$ cat src/rtl/spiclk_pkg.sv
package spiclk_pkg;

   typedef enum logic {
      GRAN_POW2 = 1'b0,
      GRAN_UNIT = 1'b1
   } gran_e;

   function automatic int ratio_width(input int lo_w, input int ext_w);
      int pow_bits;
      pow_bits = (1 << lo_w);
      return (pow_bits > lo_w + ext_w + 1) ? pow_bits : lo_w + ext_w + 1;
   endfunction

endpackage

$ cat src/rtl/spiclk_ratio.sv
module spiclk_ratio
   import spiclk_pkg::*;
#(
   parameter int LO_W    = 4,
   parameter int EXT_W   = 8,
   parameter int RATIO_W = 16
) (
   input  logic [LO_W-1:0]    div_lo,
   input  logic [EXT_W-1:0]   div_ext,
   input  gran_e              gran,
   output logic [RATIO_W-1:0] ratio
);

   localparam int JOIN_W = LO_W + EXT_W;

   logic [JOIN_W-1:0] joined;

   assign joined = {div_ext, div_lo};

   always_comb begin
      if (gran == GRAN_UNIT) begin
         ratio = RATIO_W'(joined) + RATIO_W'(1);
      end else begin
         ratio = RATIO_W'(1) << div_lo;
      end
   end

endmodule

$ cat src/rtl/spiclk_phase_ctr.sv
module spiclk_phase_ctr #(
   parameter int RATIO_W = 16
) (
   input  logic               clk,
   input  logic               rst_n,
   input  logic               en,
   input  logic [RATIO_W-1:0] next_ratio,
   output logic               running,
   output logic               active,
   output logic               bypass,
   output logic               lead,
   output logic               trail
);

   logic               run_q;
   logic               idle_half_q;
   logic [RATIO_W-1:0] cnt_q;
   logic [RATIO_W-1:0] cur_q;
   logic [RATIO_W-1:0] half_hi;
   logic [RATIO_W-1:0] half_lo;
   logic               is_unit;
   logic               cnt_zero;

   assign half_lo  = cur_q >> 1;
   assign half_hi  = cur_q - half_lo;
   assign is_unit  = (cur_q == RATIO_W'(1));
   assign cnt_zero = (cnt_q == '0);

   always_ff @(posedge clk or negedge rst_n) begin
      if (!rst_n) begin
         run_q       <= 1'b0;
         idle_half_q <= 1'b0;
         cnt_q       <= '0;
         cur_q       <= RATIO_W'(1);
      end else if (!en) begin
         run_q       <= 1'b0;
         idle_half_q <= 1'b0;
         cnt_q       <= '0;
         cur_q       <= next_ratio;
      end else if (!run_q) begin
         run_q       <= 1'b1;
         idle_half_q <= 1'b0;
         cnt_q       <= '0;
         cur_q       <= next_ratio;
      end else if (is_unit) begin
         cur_q <= next_ratio;
      end else if (!idle_half_q) begin
         if (cnt_q == half_hi - RATIO_W'(1)) begin
            idle_half_q <= 1'b1;
            cnt_q       <= '0;
         end else begin
            cnt_q <= cnt_q + RATIO_W'(1);
         end
      end else begin
         if (cnt_q == half_lo - RATIO_W'(1)) begin
            idle_half_q <= 1'b0;
            cnt_q       <= '0;
            cur_q       <= next_ratio;
         end else begin
            cnt_q <= cnt_q + RATIO_W'(1);
         end
      end
   end

   assign running = run_q;
   assign bypass  = run_q & is_unit;
   assign active  = run_q & ~idle_half_q;
   assign lead    = run_q & ~idle_half_q & cnt_zero;
   assign trail   = run_q & ((idle_half_q & cnt_zero) | is_unit);

   // the ratio in use is frozen except at a period boundary
   assert_ratio_frozen_R9: assert property (@(posedge clk) disable iff (!rst_n)
      (run_q && en && !is_unit && !(idle_half_q && cnt_q == half_lo - RATIO_W'(1)))
         |=> $stable(cur_q));

   // active half never outlasts ceil(N/2)
   assert_active_len_R4: assert property (@(posedge clk) disable iff (!rst_n)
      (run_q && !idle_half_q) |-> (cnt_q < half_hi));

   // idle half never outlasts floor(N/2)
   assert_idle_len_R4: assert property (@(posedge clk) disable iff (!rst_n)
      (run_q && idle_half_q) |-> (cnt_q < half_lo));

endmodule

$ cat src/rtl/spiclk_gen.sv
module spiclk_gen
   import spiclk_pkg::*;
#(
   parameter int LO_W  = 4,
   parameter int EXT_W = 8
) (
   input  logic             clk_ref,
   input  logic             rst_n,
   input  logic             chan_en,
   input  logic [LO_W-1:0]  div_lo,
   input  logic [EXT_W-1:0] div_ext,
   input  logic             fine_gran,
   input  logic             cpol,
   input  logic             cpha,
   output logic             sclk,
   output logic             lead_stb,
   output logic             trail_stb,
   output logic             sample_stb,
   output logic             shift_stb
);

   localparam int RATIO_W = ratio_width(LO_W, EXT_W);

   generate
      if (LO_W < 1 || LO_W > 5) begin : g_bad_lo
         $error("spiclk_gen: LO_W must lie in 1..5");
      end
      if (EXT_W < 1) begin : g_bad_ext
         $error("spiclk_gen: EXT_W must be at least 1");
      end
   endgenerate

   logic [RATIO_W-1:0] next_ratio;
   logic               running;
   logic               active;
   logic               bypass;
   logic               lead;
   logic               trail;
   gran_e              gran;

   assign gran = gran_e'(fine_gran);

   spiclk_ratio #(
      .LO_W    (LO_W),
      .EXT_W   (EXT_W),
      .RATIO_W (RATIO_W)
   ) u_ratio (
      .div_lo  (div_lo),
      .div_ext (div_ext),
      .gran    (gran),
      .ratio   (next_ratio)
   );

   spiclk_phase_ctr #(
      .RATIO_W (RATIO_W)
   ) u_ctr (
      .clk        (clk_ref),
      .rst_n      (rst_n),
      .en         (chan_en),
      .next_ratio (next_ratio),
      .running    (running),
      .active     (active),
      .bypass     (bypass),
      .lead       (lead),
      .trail      (trail)
   );

   assign sclk       = bypass ? (clk_ref ^ cpol) : (active ^ cpol);
   assign lead_stb   = lead;
   assign trail_stb  = trail;
   assign sample_stb = cpha ? trail : lead;
   assign shift_stb  = cpha ? lead : trail;

   // a disabled channel is quiet at the idle level
   assert_off_quiet_R1: assert property (@(posedge clk_ref) disable iff (!rst_n)
      !chan_en |=> (!lead_stb && !trail_stb && sclk == cpol && !running));

   // outside bypass, a leading strobe never repeats on the next cycle
   assert_lead_single_R6: assert property (@(posedge clk_ref) disable iff (!rst_n)
      (lead_stb && !trail_stb) |=> !lead_stb);

   // each role strobe marks one of the two edges
   assert_role_edge_R8: assert property (@(posedge clk_ref) disable iff (!rst_n)
      (sample_stb || shift_stb) |-> (lead_stb || trail_stb));

endmodule

$ cat config.mk
export PLATFORM = sky130hd
export DESIGN_NAME = spiclk_gen
export DESIGN_NICKNAME = d
export VERILOG_FILES = /design/src/rtl/spiclk_pkg.sv /design/src/rtl/spiclk_ratio.sv /design/src/rtl/spiclk_phase_ctr.sv /design/src/rtl/spiclk_gen.sv
export SDC_FILE = /design/constraint.sdc
export NUM_CORES = 1
export LEC_CHECK = 0
export ABC_CLOCK_PERIOD_IN_PS = 5400
export CELL_PAD_IN_SITES_DETAIL_PLACEMENT = 1
export CELL_PAD_IN_SITES_GLOBAL_PLACEMENT = 1
export CORE_MARGIN = 2
export CORE_UTILIZATION = 40
export CTS_CLUSTER_DIAMETER = 100
export CTS_CLUSTER_SIZE = 8
export DETAILED_ROUTE_END_ITERATION = 8
export PLACE_DENSITY = 0.77
export SYNTH_ARGS = -nofsm -noshare
export SYNTH_HDL_FRONTEND = slang
export SYNTH_HIERARCHICAL = 1
export SYNTH_SLANG_ARGS = --single-unit
$ cat constraint.sdc
create_clock -name clk_ref -period 5.4 [get_ports clk_ref]
set_input_delay 1.08 -clock clk_ref [delete_from_list [all_inputs] [get_ports clk_ref]]
set_output_delay 1.08 -clock clk_ref [all_outputs]
set_load 0.03 [all_outputs]
==> flow_summary.yaml <==
run_status:
  status: "completed"
critical_path:
  crit_top_cell: "clkbuf_8"
  crit_path_max_incr_delay_ns: 0.68
  crit_chain: "clkbuf_8 -> clkbuf_8 -> mux2i_1 -> xnor2_1 -> clkdlybuf4s50_1"
  cp_max_fo: 2
  crit_required_ns: 4.32
  start_kind: "clock port"
  crit_type: "clk2out"
  arrival_ns: 3.90
  end_kind: "output port"
  cp_slowest_cell: "clkdlybuf4s50_1"
pwr:
  total_power_uw: 967.9
  seqPwrFrac: 0.287
  clockPowerShare: 0.297
  p_int_uw: 611.6
  power_density_nw_per_um2: 210.7
  pwr-share-comb: 0.416
  vdd_drop_max_mv: 0.08898
  netSwitchingFraction: 0.3681
  p_switching_uw: 356.3
  power_leakage_nw: 1.950
grt:
  grt_util_met2: 0.3977
  met1_usage: 0.2578
  grt_antenna_before_repair: 0
  grtUsageMet3: 0.02575
  grt_pass1_wl_um: 19360
  grtUsageTotal: 0.2176
  grt-busiest-layer: "met2"
  overflow: 0
  grt_max_degree: 35
  grt_pass1_vias: 4013
cts:
  hold_buffers: 0
  clk_pin_slew_ns: 0.07
  cts_tree: "done"
  clkLatencyLatePin_ns: 0.39
  cts.repair.resized: 0
  cts_setup_buffers: 0
floorplan:
  dieArea_um2: 11240
  die_x_um: 106
  core-area_um2: 10230
  initial_core_util: 0.4068
  ios: 23
  fp-row-count: 37
  die_y_um: 106
timing:
  relSlewSlack: 0.2578
  hold_viol_final: 0
  worst_slew_pin_slew_ns: 1.109
  slew_violations: 0
  setup_tns_ns: 0
  rsz0062_at_grt: "no"
  fin_skew_ns: 0.004998
  setup_viol: 0
yosys:
  synth_xor_area_frac: 0.1094
  muxShareOfSynthArea: 0.01984
  synth_compound_area_frac: 0.1882
  synth.avg_cell_area_um2: 8.003
  yosys.area_share.simple: 0.2574
  ys.flop_type: "dfrtp_1"
  syn_nets: 589
  synth_top_family_by_area: "simple AND/OR/NAND/NOR gates"
  synth-adder-area-share: 0.1551
  ys_seq_area_frac: 0.2048
  synth_edf_count: 0
  post_synth_num_cell_types: 75
  synthesis.instances: 520
  yosysWarnings: 6
  ys_ff_latch: 34
  synthArstFlopShare: 1.000
  synth_area_um2: 4161
finish:
  regArea_um2: 852.1
  drive_gt1_frac: 0.05472
  nets: 598
  syn_to_final_growth_pct: 10.40
  diodes: 0
  fillers: 1265
  multi_input_area_um2: 3038
detailed_routing:
  drc: 0
  vias: 3837
  vias_per_cell: 5.761
  dr.first_iter.drc_count: 182
  wire_per_inst_um: 17.83
  drtAntennaViolNets: 0
  drt_wl_total_um: 11880
  drt-pass1-iter-count: 5
flow_run:
  drv.max_cap_violation_count: 0
placed_design:
  hpwl_um: 9396
  port_buffers: 22
  place_congestion: 0.8991
min_path:
  hp-class: "reg2reg"
[final timing paths]
path                                            start  slack, ns                           to  depth (start not counted)
setup reg to reg           u_ctr/cur_q[1]$_DFFE_PN0P_       1.43  u_ctr/cnt_q[14]$_DFFE_PN0P_                         12
max in group asynchronous                       rst_n       3.95   u_ctr/cur_q[0]$_DFFE_PN1P_                          2
setup / recovery                              clk_ref       0.42                         sclk                          5
min in group asynchronous                       rst_n       1.10   u_ctr/cnt_q[2]$_DFFE_PN0P_                          2
hold reg to reg            u_ctr/cur_q[0]$_DFFE_PN1P_       0.47   u_ctr/cur_q[0]$_DFFE_PN1P_                          2
hold / removal             u_ctr/cur_q[0]$_DFFE_PN1P_       0.47   u_ctr/cur_q[0]$_DFFE_PN1P_                          2
[power groups by stage]
stage	registers (mW)	logic [mW]	clock network [mW]
2_1_floorplan	0.279	0.292	0.00306
3_3_place_gp	0.282	0.382	0.00455
3_5_place_dp	0.283	0.399	0.00455
4_1_cts	0.278	0.402	0.297
5_1_grt	0.279	0.444	0.305
6_report	0.278	0.403	0.288
[cell usage in the layout (no fill, tap or decap), drive strengths merged, types with 6 or more instances in the layout]
master	instances
a21oi	19
a31oi	6
and3	10
clkbuf	11
clkdlybuf4s50	22
dfrtp	33
ha	50
inv	35
mux2i	6
nand2	61
nand2b	7
nand3	18
nand4	10
nor2	21
nor2b	23
nor3	10
nor4	9
o211ai	18
o21ai	30
xnor2	32
xor2	20
[final cells by class]
type / count / share of cell area
multi-input combinational: 423 / 0.6612
sequential: 34 / 0.1855
timing repair buffer: 24 / 0.05065
tap: 136 / 0.03704
clock buffer: 12 / 0.03513
inverter: 37 / 0.03050
[cells by family after synthesis]
| logic type | after synthesis |
|---|---|
| compound gates | 114 |
| xor+xnor | 52 |
| fa+ha+maj | 51 |
| buf+inv | 63 |
| flops | 34 |
| mux | 8 |
| simple gates | 198 |
[registers in the layout, indices dropped and copies added, names as in the netlist]
signal,count
u_ctr/cnt_q,16
u_ctr/cur_q,16
u_ctr/idle_half_q,1
u_ctr/running,1
[cell usage after synthesis (13+ instances only)]
| cell | instances | area (um2) |
|---|---|---|
| xor2_1 | 20 | 175.2 |
| xnor2_1 | 32 | 280.3 |
| ha_1 | 50 | 625.6 |
| o211ai_1 | 18 | 135.1 |
| nor2_1 | 21 | 78.83 |
| nand2_1 | 60 | 225.2 |
| dfrtp_1 | 33 | 825.8 |
| clkbuf_1 | 13 | 48.80 |
| o21ai_1 | 23 | 115.1 |
| nand3_1 | 18 | 90.09 |
| a21oi_1 | 18 | 90.09 |
| inv_1 | 35 | 131.4 |
| nor2b_1 | 23 | 143.9 |
[stage by stage]
stage	utilization	cell area [um2]	hold slack, ns	worst slack, ns	cells
after floorplan	-	4161	0.4369	1.142	520
after global placement	0.4343	4443	0.4569	0.6770	655
after detailed placement	0.4343	4443	0.4626	0.6770	655
after CTS	0.4491	4594	0.4748	0.4033	666
after global routing	0.4491	4594	0.4832	0.3447	666
final	0.4491	4594	0.4737	0.4243	666
[metal layers]
layer	up-vias	wire, um
li1	1859	-
met4	0	312
met3	22	367
met5	-	0
met1	1870	5312
met2	86	5884
[worst max-delay path: cells and delay by family]
| family | cells | cell delay [ns] |
|---|---|---|
| buffers and inverters | 3 | 0.90 |
| multiplexers | 1 | 0.16 |
| XOR/XNOR | 1 | 0.13 |
(Power assumes the default switching activity.)
